**src/rtl/pbu_pkg.sv**
```systemverilog
package pbu_pkg;

  localparam int BYTE_W = 8;
  localparam int SEL_W  = 3;
  localparam logic [SEL_W-1:0] SEL_MEM = 3'd6;

  localparam int FLAG_Z = 7;
  localparam int FLAG_N = 6;
  localparam int FLAG_H = 5;
  localparam int FLAG_C = 4;

  typedef enum logic [2:0] {
    K_ILLEGAL,
    K_SWAP,
    K_BIT,
    K_RES,
    K_SET
  } opKind_e;

  typedef enum logic [1:0] {
    S_IDLE,
    S_RUN,
    S_CALC
  } ctrlState_e;

  // Strobes from control into the datapath
  typedef struct packed {
    logic latchOp;
    logic latchMem;
  } dpStrobe_t;

  function automatic opKind_e decodeKind(input logic [BYTE_W-1:0] op);
    opKind_e k;
    case (op[7:6])
      2'b11:   k = K_SET;
      2'b10:   k = K_RES;
      2'b01:   k = K_BIT;
      default: k = (op[5:3] == 3'b110) ? K_SWAP : K_ILLEGAL;
    endcase
    return k;
  endfunction

endpackage

```
**src/rtl/pbu_datapath.sv**
```systemverilog
module pbu_datapath
  import pbu_pkg::*;
(
  input  logic              clk,
  input  logic              rstN,
  input  dpStrobe_t         strobe,
  input  logic [BYTE_W-1:0] opByte,
  input  logic [BYTE_W-1:0] rfRdData,
  input  logic [BYTE_W-1:0] memRdData,
  input  logic [BYTE_W-1:0] flagsIn,
  output opKind_e           kind,
  output logic              memOperand,
  output logic [SEL_W-1:0]  operandSel,
  output logic [BYTE_W-1:0] result,
  output logic [BYTE_W-1:0] flagsNext
);

  localparam int NIB_W = BYTE_W / 2;

  logic [BYTE_W-1:0] opReg;
  logic [BYTE_W-1:0] memVal;
  logic [BYTE_W-1:0] opnd;
  logic [BYTE_W-1:0] bitMask;
  logic [2:0]        bitIdx;

  always_ff @(posedge clk) begin
    if (!rstN) begin
      opReg  <= '0;
      memVal <= '0;
    end else begin
      if (strobe.latchOp)  opReg  <= opByte;
      if (strobe.latchMem) memVal <= memRdData;
    end
  end

  assign kind       = decodeKind(opReg);
  assign operandSel = opReg[SEL_W-1:0];
  assign memOperand = (operandSel == SEL_MEM);
  assign bitIdx     = opReg[5:3];
  assign opnd       = memOperand ? memVal : rfRdData;
  assign bitMask    = BYTE_W'(1) << bitIdx;

  always_comb begin
    result    = opnd;
    flagsNext = flagsIn & 8'hF0;
    unique case (kind)
      K_SWAP: begin
        result            = {opnd[NIB_W-1:0], opnd[BYTE_W-1:NIB_W]};
        flagsNext         = '0;
        flagsNext[FLAG_Z] = (opnd == '0);
      end
      K_BIT: begin
        flagsNext[FLAG_Z] = ~opnd[bitIdx];
        flagsNext[FLAG_N] = 1'b0;
        flagsNext[FLAG_H] = 1'b1;
      end
      K_RES:   result = opnd & ~bitMask;
      K_SET:   result = opnd | bitMask;
      default: ;
    endcase
  end

  // zero flag of SWAP agrees with the written byte
  p_swap_zero_r4 : assert property (@(posedge clk) disable iff (!rstN)
    (kind == K_SWAP) |-> (flagsNext[FLAG_Z] == (result == '0)));

  // BIT keeps carry and raises half-carry
  p_bit_flags_r5 : assert property (@(posedge clk) disable iff (!rstN)
    (kind == K_BIT) |-> (flagsNext[FLAG_C] == flagsIn[FLAG_C]) && flagsNext[FLAG_H]);

  // BIT leaves the operand value untouched
  p_bit_keeps_opnd_r5 : assert property (@(posedge clk) disable iff (!rstN)
    (kind == K_BIT) |-> (result == opnd));

endmodule

```
**src/rtl/pbu_ctrl.sv**
```systemverilog
module pbu_ctrl
  import pbu_pkg::*;
#(
  parameter int REG_CYCLES     = 8,
  parameter int BIT_MEM_CYCLES = 12,
  parameter int RMW_MEM_CYCLES = 16,
  parameter int CYC_W          = 5
) (
  input  logic             clk,
  input  logic             rstN,
  input  logic             startPulse,
  input  opKind_e          kind,
  input  logic             memOperand,
  input  logic             memAck,
  output dpStrobe_t        strobe,
  output logic             done,
  output logic             illegalOp,
  output logic             rfWrEn,
  output logic             flagsWrEn,
  output logic             memReq,
  output logic             memWe,
  output logic [CYC_W-1:0] cycleCount
);

  ctrlState_e state, stateNext;
  logic writesOperand;
  logic writesFlags;

  assign writesOperand = (kind == K_SWAP) || (kind == K_RES) || (kind == K_SET);
  assign writesFlags   = (kind == K_SWAP) || (kind == K_BIT);

  always_ff @(posedge clk) begin
    if (!rstN) state <= S_IDLE;
    else       state <= stateNext;
  end

  always_comb begin
    stateNext = state;
    strobe    = '0;
    done      = 1'b0;
    illegalOp = 1'b0;
    rfWrEn    = 1'b0;
    flagsWrEn = 1'b0;
    memReq    = 1'b0;
    memWe     = 1'b0;
    unique case (state)
      S_IDLE: begin
        if (startPulse) begin
          strobe.latchOp = 1'b1;
          stateNext      = S_RUN;
        end
      end
      S_RUN: begin
        if (kind == K_ILLEGAL) begin
          done      = 1'b1;
          illegalOp = 1'b1;
          stateNext = S_IDLE;
        end else if (!memOperand) begin
          done      = 1'b1;
          rfWrEn    = writesOperand;
          flagsWrEn = writesFlags;
          stateNext = S_IDLE;
        end else begin
          memReq = 1'b1;
          if (memAck) begin
            strobe.latchMem = 1'b1;
            stateNext       = S_CALC;
          end
        end
      end
      S_CALC: begin
        if (kind == K_BIT) begin
          done      = 1'b1;
          flagsWrEn = 1'b1;
          stateNext = S_IDLE;
        end else begin
          memReq = 1'b1;
          memWe  = 1'b1;
          if (memAck) begin
            done      = 1'b1;
            flagsWrEn = (kind == K_SWAP);
            stateNext = S_IDLE;
          end
        end
      end
      default: stateNext = S_IDLE;
    endcase
  end

  always_comb begin
    cycleCount = '0;
    if (done && !illegalOp) begin
      if (!memOperand)         cycleCount = CYC_W'(REG_CYCLES);
      else if (kind == K_BIT)  cycleCount = CYC_W'(BIT_MEM_CYCLES);
      else                     cycleCount = CYC_W'(RMW_MEM_CYCLES);
    end
  end

  // completion pulse is one clock wide
  p_done_single_r9 : assert property (@(posedge clk) disable iff (!rstN)
    done |=> !done);

  // writebacks happen only at completion
  p_write_at_done_r9 : assert property (@(posedge clk) disable iff (!rstN)
    (rfWrEn || flagsWrEn) |-> done);

  // illegal opcode is quiet
  p_illegal_quiet_r10 : assert property (@(posedge clk) disable iff (!rstN)
    illegalOp |-> (!rfWrEn && !flagsWrEn && !memReq && (cycleCount == '0)));

  // cost reported only with done
  p_cycles_only_done_r8 : assert property (@(posedge clk) disable iff (!rstN)
    !done |-> (cycleCount == '0));

  // request held with stable direction until acknowledged
  p_req_held_r12 : assert property (@(posedge clk) disable iff (!rstN)
    (memReq && !memAck) |=> (memReq && $stable(memWe)));

  // a start strobe while busy does not restart the opcode latch
  p_start_ignored_r11 : assert property (@(posedge clk) disable iff (!rstN)
    (state != S_IDLE) |-> !strobe.latchOp);

endmodule

```
**src/rtl/prefix_bitops_unit.sv**
```systemverilog
module prefix_bitops_unit
  import pbu_pkg::*;
#(
  parameter int ADDR_W         = 16,
  parameter int REG_CYCLES     = 8,
  parameter int BIT_MEM_CYCLES = 12,
  parameter int RMW_MEM_CYCLES = 16,
  parameter int CYC_W          = 5
) (
  input  logic              clk,
  input  logic              rstN,
  input  logic              startPulse,
  input  logic [7:0]        opByte,
  input  logic [7:0]        flagsIn,
  input  logic [ADDR_W-1:0] hlAddr,
  output logic [2:0]        rfRdSel,
  input  logic [7:0]        rfRdData,
  output logic              rfWrEn,
  output logic [2:0]        rfWrSel,
  output logic [7:0]        rfWrData,
  output logic              flagsWrEn,
  output logic [7:0]        flagsOut,
  output logic              memReq,
  output logic              memWe,
  output logic [ADDR_W-1:0] memAddr,
  output logic [7:0]        memWrData,
  input  logic [7:0]        memRdData,
  input  logic              memAck,
  output logic              done,
  output logic              illegalOp,
  output logic [CYC_W-1:0]  cycleCount
);

  dpStrobe_t         strobe;
  opKind_e           kind;
  logic              memOperand;
  logic [SEL_W-1:0]  operandSel;
  logic [BYTE_W-1:0] result;

  pbu_datapath u_dp (
    .clk        (clk),
    .rstN       (rstN),
    .strobe     (strobe),
    .opByte     (opByte),
    .rfRdData   (rfRdData),
    .memRdData  (memRdData),
    .flagsIn    (flagsIn),
    .kind       (kind),
    .memOperand (memOperand),
    .operandSel (operandSel),
    .result     (result),
    .flagsNext  (flagsOut)
  );

  pbu_ctrl #(
    .REG_CYCLES     (REG_CYCLES),
    .BIT_MEM_CYCLES (BIT_MEM_CYCLES),
    .RMW_MEM_CYCLES (RMW_MEM_CYCLES),
    .CYC_W          (CYC_W)
  ) u_ctrl (
    .clk        (clk),
    .rstN       (rstN),
    .startPulse (startPulse),
    .kind       (kind),
    .memOperand (memOperand),
    .memAck     (memAck),
    .strobe     (strobe),
    .done       (done),
    .illegalOp  (illegalOp),
    .rfWrEn     (rfWrEn),
    .flagsWrEn  (flagsWrEn),
    .memReq     (memReq),
    .memWe      (memWe),
    .cycleCount (cycleCount)
  );

  assign rfRdSel   = operandSel;
  assign rfWrSel   = operandSel;
  assign rfWrData  = result;
  assign memAddr   = hlAddr;
  assign memWrData = result;

  // low nibble of any written flag byte is zero
  p_flags_low_zero_r7 : assert property (@(posedge clk) disable iff (!rstN)
    flagsWrEn |-> (flagsOut[3:0] == 4'h0));

  // memory operand never writes the register file
  p_no_rf_for_mem_r2 : assert property (@(posedge clk) disable iff (!rstN)
    rfWrEn |-> (rfWrSel != SEL_MEM));

  // memory requests only for the memory operand code
  p_req_only_mem_r12 : assert property (@(posedge clk) disable iff (!rstN)
    memReq |-> (rfRdSel == SEL_MEM));

endmodule

```
**config.mk**
```make
export PLATFORM = sky130hd
export DESIGN_NAME = prefix_bitops_unit
export DESIGN_NICKNAME = d
export VERILOG_FILES = /design/src/rtl/pbu_pkg.sv /design/src/rtl/pbu_datapath.sv /design/src/rtl/pbu_ctrl.sv /design/src/rtl/prefix_bitops_unit.sv
export SDC_FILE = /design/constraint.sdc
export NUM_CORES = 1
export LEC_CHECK = 0
export ABC_AREA = 0
export CAP_MARGIN = 20
export CORE_MARGIN = 5
export CORE_UTILIZATION = 41
export CTS_BUF_LIST = sky130_fd_sc_hd__clkbuf_16
export DETAILED_ROUTE_END_ITERATION = 10
export PLACE_DENSITY = 0.8
export RECOVER_POWER = 50
export SYNTH_ARGS = -nofsm -noshare
export SYNTH_HDL_FRONTEND = slang
export SYNTH_HIERARCHICAL = 1
export SYNTH_SLANG_ARGS = --single-unit
```
**constraint.sdc**
```tcl
create_clock -name clk -period 2.8 [get_ports clk]
set_input_delay 0.56 -clock clk [delete_from_list [all_inputs] [get_ports clk]]
set_output_delay 0.56 -clock clk [all_outputs]
set_load 0.02 [all_outputs]
```
## After elaboration in Yosys (flattened, before gate mapping)

Cells that the tools add are included.

- Order comparisons: 1
- Equal/unequal tests: 14
- Shift-type cells: 1
- Muxes and demuxes: 43
- Bitwise operators: 4
- Reduce and logical (&&, ||, !) cells: 9

Operators by type and width:

| operator | count |
|---|---|
| 1-bit 2-to-1 mux | 24 |
| 8-bit one-hot mux with 3 select lines | 1 |
| 5-bit 2-to-1 mux | 4 |
| 2-bit 2-to-1 mux | 6 |
| 3-bit == test (second input constant) | 3 |
| 3-bit one-hot mux with 3 select lines | 1 |
| 8-bit AND | 1 |
| 8-bit logical NOT | 1 |
| 8-bit 2-to-1 mux | 1 |
| 8-bit inverter | 1 |
| 8-bit bitwise OR | 1 |
| 1-bit by 3-bit left shift with 8-bit output (first input constant) | 1 |
| 2-bit == test (second input constant) | 3 |
| 3-bit by 2-bit == test with 1-bit output (second input constant) | 2 |
| 1-bit one-hot mux with 2 select lines | 3 |
| 2-bit one-hot mux with 3 select lines | 1 |
| 3-bit one-hot mux with 2 select lines | 1 |
| 2-bit by 1-bit == test with 1-bit output (second input constant) | 2 |
| 3-bit by 4-bit less-than comparator with 1-bit output (second input constant) | 1 |
| 4-bit inequality test (second input constant) | 1 |
| 1-bit binary-select mux with 3-bit select | 1 |
| 3-bit by 1-bit == test with 1-bit output (second input constant) | 1 |
| 3-bit logical NOT | 1 |
| 1-bit logical OR | 3 |
| other kinds (7) | 7 |

- Register bits: 18
- Input port bits: 52
- Logic and storage cells: 75

## Logic depth before layout (Yosys ltp)

Gate-level depths: netlist (run 1).

- Depth in word-level cells: 9
- Mapped depth: 10
- Mapped depth without buffers: 8

## Cells and area by module

The synthesis (run 1) kept the hierarchy.

Modules (own cells, without submodules):

| module | times used | cells an instance | area an instance (µm²) | seq. area each (µm²) |
|---|---|---|---|---|
| pbu_datapath | 1 | 165 | 1487.7 | 320.3 |
| pbu_ctrl | 1 | 56 | 405.4 | 40.0 |
| prefix_bitops_unit | 1 | 27 | 202.7 | 0.0 |

## Least setup slack after synthesis (run 1)

OpenSTA, ideal clock, no wires.

- Kind: register to output
- From: register u_dp.opReg[6]
- To: output flagsWrEn
- Arrival: 2.714 ns
- Data required time: 2.240 ns
- Slack: -0.474 ns
- Stages on the path, launching flop included: 9
- Cells stage by stage: dfxtp_1 inv_1 ha_1 and4b_1 or2_2 buf_4 nor3b_1 o21ai_1 a2111oi_0

- Word-level cells in the longest chain between the ends: 7
- Elaborated cells between the ends (all ways): 13
- Those cells by class: eq/ne: 5; mux: 6; reduce/logical: 2

RTL lines:

| element | line | text |
|---|---|---|
| start: declaration | pbu_datapath.sv:20 | `logic [BYTE_W-1:0] opReg;` |
| start signal: assignment | pbu_datapath.sv:31 | `if (strobe.latchOp) opReg <= opByte;` |
| 2-bit by 1-bit == test with 1-bit output / 2-bit == test (equally long branches) | pbu_pkg.sv:34 | `case (op[7:6])` |
| 3-bit one-hot mux with 3 select lines (*) | pbu_pkg.sv:34 |  |
| named net kind[0] | prefix_bitops_unit.sv:35 | `opKind_e kind;` |
| 3-bit by 1-bit == test with 1-bit output / 3-bit by 2-bit == test with 1-bit output (equally long branches) | pbu_ctrl.sv:30, pbu_ctrl.sv:81, pbu_ctrl.sv:72 |  |
| 1-bit logical OR | pbu_ctrl.sv:30 | `assign writesFlags = (kind == K_SWAP) \|\| (kind == K_BIT);` |
| 1-bit 2-to-1 mux | pbu_ctrl.sv:58 | `end else if (!memOperand) begin` |
| 1-bit 2-to-1 mux | pbu_ctrl.sv:54 | `if (kind == K_ILLEGAL) begin` |
| 1-bit one-hot mux with 2 select lines (*) | pbu_ctrl.sv:46 | `unique case (state)` |
| end: declaration | prefix_bitops_unit.sv:21 | `output logic flagsWrEn,` |

The timed path passes the listed nets; every way through them passes the cells marked *.

## Worst setup path in the final report (run 1)

- From: input rfRdData[7]
- To: output flagsOut[7]

- Word-level cells in the longest chain between the ends: 5
- Elaborated cells between the ends (all ways): 6
- Those cells by class: mux: 4; bitwise: 1; reduce/logical: 1

RTL lines:

| element | line | text |
|---|---|---|
| start: declaration | prefix_bitops_unit.sv:17 | `input logic [7:0] rfRdData,` |
| 8-bit 2-to-1 mux (*) | pbu_datapath.sv:40 | `assign opnd = memOperand ? memVal : rfRdData;` |
| 1-bit binary-select mux with 3-bit select | pbu_datapath.sv:53 | `flagsNext[FLAG_Z] = ~opnd[bitIdx];` |
| 1-bit 2-to-1 mux (not written as such) | pbu_datapath.sv:53 |  |
| 1-bit inverter | pbu_datapath.sv:53 |  |
| 3-bit one-hot mux with 2 select lines (*) | pbu_datapath.sv:46 | `unique case (kind)` |
| end: declaration | prefix_bitops_unit.sv:22 | `output logic [7:0] flagsOut,` |

Mark *: on every way between the ends. The rest lies on a longest branch, timed or not. The select of a mux whose other input is x is not followed.

==> metrics.log, run 1 <==
INFO  metric cp.depth = 6
INFO  metric dominant_combinational_cell_family_by_area_after_synthesis = simple AND/OR/NAND/NOR gates
INFO  metric synth_adder_area_share = 4.78%
INFO  metric cts_tree = done
INFO  metric seq_power_share = 29.5%
INFO  metric core_rows = 26
INFO  metric postRouteAntennaNets = 0
INFO  metric cp_max_stage_delay = 520 ps
INFO  metric min-delay-path-class = register to register
INFO  metric switching_power_total = 0.288 mW
INFO  metric cap_violations = 0
INFO  metric worst_clock_skew = 1.36 ps
INFO  metric layout.filler_cells = 457
INFO  metric cts_sinks = 18
INFO  metric arr_time_crit_path = 2180 ps
INFO  metric placed_cells_incl_taps = 369
INFO  metric critical_path.max_fanout = 3
INFO  metric grt_pass1_vias = 1894
INFO  metric htreeDepth = 1
INFO  metric critical_path_cell_by_cell = clkdlybuf4s50_1 > mux2i_1 > mux2_4 > a222oi_1 > o311ai_1 > buf_2
INFO  metric cts.clk_slew.worst_paths = 50 ps
INFO  metric power.share.switching = 31.2%
INFO  metric yosysMostFrequentCell = sky130_fd_sc_hd__buf_4
INFO  metric synth_sequential_area_ratio = 17.2%
INFO  metric post_route_cells_drive_above_1_share = 27.1%
INFO  metric starting_density_of_the_core = 41.6%
INFO  metric intPower = 0.635 mW
INFO  metric total_count_of_max_transition_violations_in_the_final_report = 0
INFO  metric post_synth_xor_area_fraction = 0.418%
INFO  metric worst_hold_path.num_cells = 2
INFO  metric post-route-util = 56.0%
INFO  metric dpl.hpwl = 4130 µm
INFO  metric muxShareOfSynthArea = 20.8%
INFO  metric hold_viol = 0
INFO  metric final-setup-viol-count = 0
INFO  metric remaining_drcs = 0
INFO  metric detail_route.wl_per_cell = 14.6 µm
INFO  metric grtUsageTotal = 15.8%
INFO  metric ys_ff_latch = 18
INFO  metric port_buffers = 66
INFO  metric report.power.total = 0.923 mW
INFO  metric pin_count_of_the_biggest_net_entering_global_routing = 20
INFO  metric crit_required = 2240 ps
INFO  metric antenna_diodes = 0
INFO  metric achievable-frequency = 365 MHz
INFO  metric synth.avg_cell_area = 8.45 µm²
INFO  metric synth.cell_area = 2100 µm²
INFO  metric grt_pass1_wl = 8490 µm
INFO  metric fin_nets = 364
INFO  metric finish.cell_count_without_fillers = 373
INFO  metric critPathSlowestCell = sky130_fd_sc_hd__clkdlybuf4s50_1
INFO  metric synth_compound_area_share = 16.5%
INFO  metric slew-limit-headroom = 54.1%
INFO  metric cts-hold-fix-buffers = 0
INFO  metric power.static_leakage = 1.20 nW
INFO  metric grt_antenna_before_repair = 0
INFO  metric clock_insertion_delay_worst_skew = 250 ps
INFO  metric synth.cells.most_frequent = sky130_fd_sc_hd__buf_4, sky130_fd_sc_hd__mux2i_1, sky130_fd_sc_hd__nor2b_1
INFO  metric drt_via_density = 5.36
INFO  metric setup_total_negative_slack = 0 ps
INFO  metric detail_route.iter0.violations = 104
INFO  metric core_region_area = 5040 µm²
INFO  metric p_per_area = 327 nW/µm²
INFO  metric timing.setup.critical_path_class = input port to output pin
INFO  metric fp.dieW = 81.5 µm
INFO  metric grt_setup_unrepaired = yes
INFO  metric synthDominantCellAreaShare = 17.2%
INFO  metric post-cts-setup-buffers = 0
INFO  metric synth_flop_cell = sky130_fd_sc_hd__dfxtp_1
INFO  metric layout_overhead_on_the_synthesized_area = 34.7%
INFO  metric tritoncts.num_buffers = 3
INFO  metric grt.overflow.total = 0
INFO  metric asyncSetResetFlopFracSynth = 0%
INFO  metric clock_path_buffers = 2
INFO  metric drt_pass1_iterations = 4
INFO  metric timing.final.crit_period = 2740 ps
INFO  metric clk_root_buffer_cell = sky130_fd_sc_hd__clkbuf_16
INFO  metric comb_power_share = 39.8%
INFO  metric die-area = 6640 µm²
INFO  metric num_io_pins = 109
INFO  metric synth_edf_count = 0
INFO  metric gpl_congestion = 0.902
INFO  metric vdd.ir_drop.worst = 0.391 mV
INFO  metric yosysTopAreaCell = sky130_fd_sc_hd__dfxtp_1
INFO  metric simple_gate_fraction_of_synth_area = 20.8%
INFO  metric r2r_cells = 10
INFO  metric p_clk_share = 30.8%
INFO  metric ys_top_cells_by_area = sky130_fd_sc_hd__dfxtp_1, sky130_fd_sc_hd__mux2i_1, sky130_fd_sc_hd__buf_4
INFO  metric critical_path.endpoint_type = output pin
INFO  metric outcome = completed
INFO  metric synth.lib_cells_used.distinct = 48
INFO  metric startpoint_kind_of_the_worst_setup_timing_path = input port
INFO  metric place_area = 2740 µm²
INFO  metric final_design_area_no_fill = 2820 µm²
INFO  metric die_height = 81.5 µm
INFO  metric fin_crit_sh = 98.0%
INFO  metric num_vias = 1999
INFO  metric yosys_warnings = 6
INFO  metric critical_path_buf_inv_count = 2
INFO  metric post_synth_inst_count = 248
INFO  metric critical_path.top_delay_family = buffers and inverters
INFO  metric route.final.wire_length = 5440 µm
INFO  metric worst_pin_slew = 688 ps
[power by group through the flow]
| stage | logic, mW | registers (mW) | clock network, mW |
|---|---|---|---|
| finish | 0.367 | 0.272 | 0.284 |
| global route | 0.393 | 0.273 | 0.297 |
| CTS | 0.359 | 0.271 | 0.290 |
| detailed placement | 0.375 | 0.277 | 0 |
| global placement | 0.368 | 0.276 | 0 |
| floorplan | 0.264 | 0.276 | 0 |
[state kept, by name, indices dropped and copies added (netlist names)]
signal        count
u_dp/memVal       8
u_dp/opReg        8
u_ctrl/state      2
[layout by cell type (no fill, tap or decap), drive strengths merged, types with 7 or more instances in the layout]
cell type	instances
a21oi	9
buf	35
clkbuf	11
clkdlybuf4s50	30
dfxtp	18
dlygate4sd2	12
dlygate4sd3	7
ha	8
inv	10
mux2	9
mux2i	33
nor2	12
nor2b	20
o21ai	10
o221ai	9
[stage by stage]
| step | setup slack (ps) | hold slack (ps) |
|---|---|---|
| floorplan | 32.3 | 495 |
| global placement | -275 | 514 |
| detailed placement | -282 | 526 |
| CTS | 11.4 | 531 |
| global route | -34.0 | 582 |
| finish | 57.3 | 528 |
[metal layers]
metal  up-vias  wire length (µm)  global-route usage, %
met5         -                 0                      0
met4         0               101                   5.91
met1       938              2320                   20.8
met3        13               411                   2.41
met2        87              2610                   26.1
li1        961                 -                      -
[cell families after synthesis]
kind of cell | Yosys count
flops | 18
xor+xnor | 1
buf+inv | 60
other cells | 2
mux | 42
fa+ha+maj | 8
simple gates | 71
compound gates | 46
[path summary, 6_finish.rpt]
path | start | endpoint | slack [ps]
worst max-delay path | rfRdData[7] | flagsOut[7] | 60
worst min-delay path | u_ctrl/state[1]$_SDFFE_PN0P_ | u_ctrl/state[1]$_SDFFE_PN0P_ | 530
worst max register to register | u_dp/opReg[6]$_SDFFE_PN0P_ | u_dp/memVal[2]$_SDFFE_PN0P_ | 530
worst min register to register | u_ctrl/state[1]$_SDFFE_PN0P_ | u_ctrl/state[1]$_SDFFE_PN0P_ | 530
[worst register-to-register path, cell delays in order, from the launching register on]
cell and delay, ps:
sky130_fd_sc_hd__dfxtp_2 330, sky130_fd_sc_hd__inv_2 60, sky130_fd_sc_hd__buf_6 120, sky130_fd_sc_hd__ha_4 140
sky130_fd_sc_hd__nor2b_4 120, sky130_fd_sc_hd__or2_4 270, sky130_fd_sc_hd__buf_4 140, sky130_fd_sc_hd__o311a_2 400
sky130_fd_sc_hd__and2_1 320, sky130_fd_sc_hd__mux2i_1 210, sky130_fd_sc_hd__nor2b_1 60
[cell type report]
class                      instances  area (µm²)  area share, %
sequential                        18         363           12.8
clock inverter                     1        3.75          0.133
inverter                          11        45.0           1.60
clock buffer                       3        75.1           2.66
timing repair buffer              96         823           29.2
tap                               70        87.6           3.10
multi-input combinational        174        1430           50.5
[timing repair]
| item | CTS | global route |
|---|---|---|
| pin swaps | 1 | 8 |
| resized for setup | 58 | 41 |
| setup endpoints to repair | 29 | 24 |
No activity file was read; power rests on OpenSTA's default activity.
==> run 2, diff against run 1 <==
--- a/config.mk
+++ b/config.mk
@@ -10,6 +10,7 @@
 export CORE_MARGIN = 5
 export CORE_UTILIZATION = 41
 export CTS_BUF_LIST = sky130_fd_sc_hd__clkbuf_16
+export CTS_CLUSTER_DIAMETER = 120
 export DETAILED_ROUTE_END_ITERATION = 10
 export PLACE_DENSITY = 0.8
 export RECOVER_POWER = 50
==> results of run 2 <==
Final layout, timing and power as in run 1 (identical DEF).
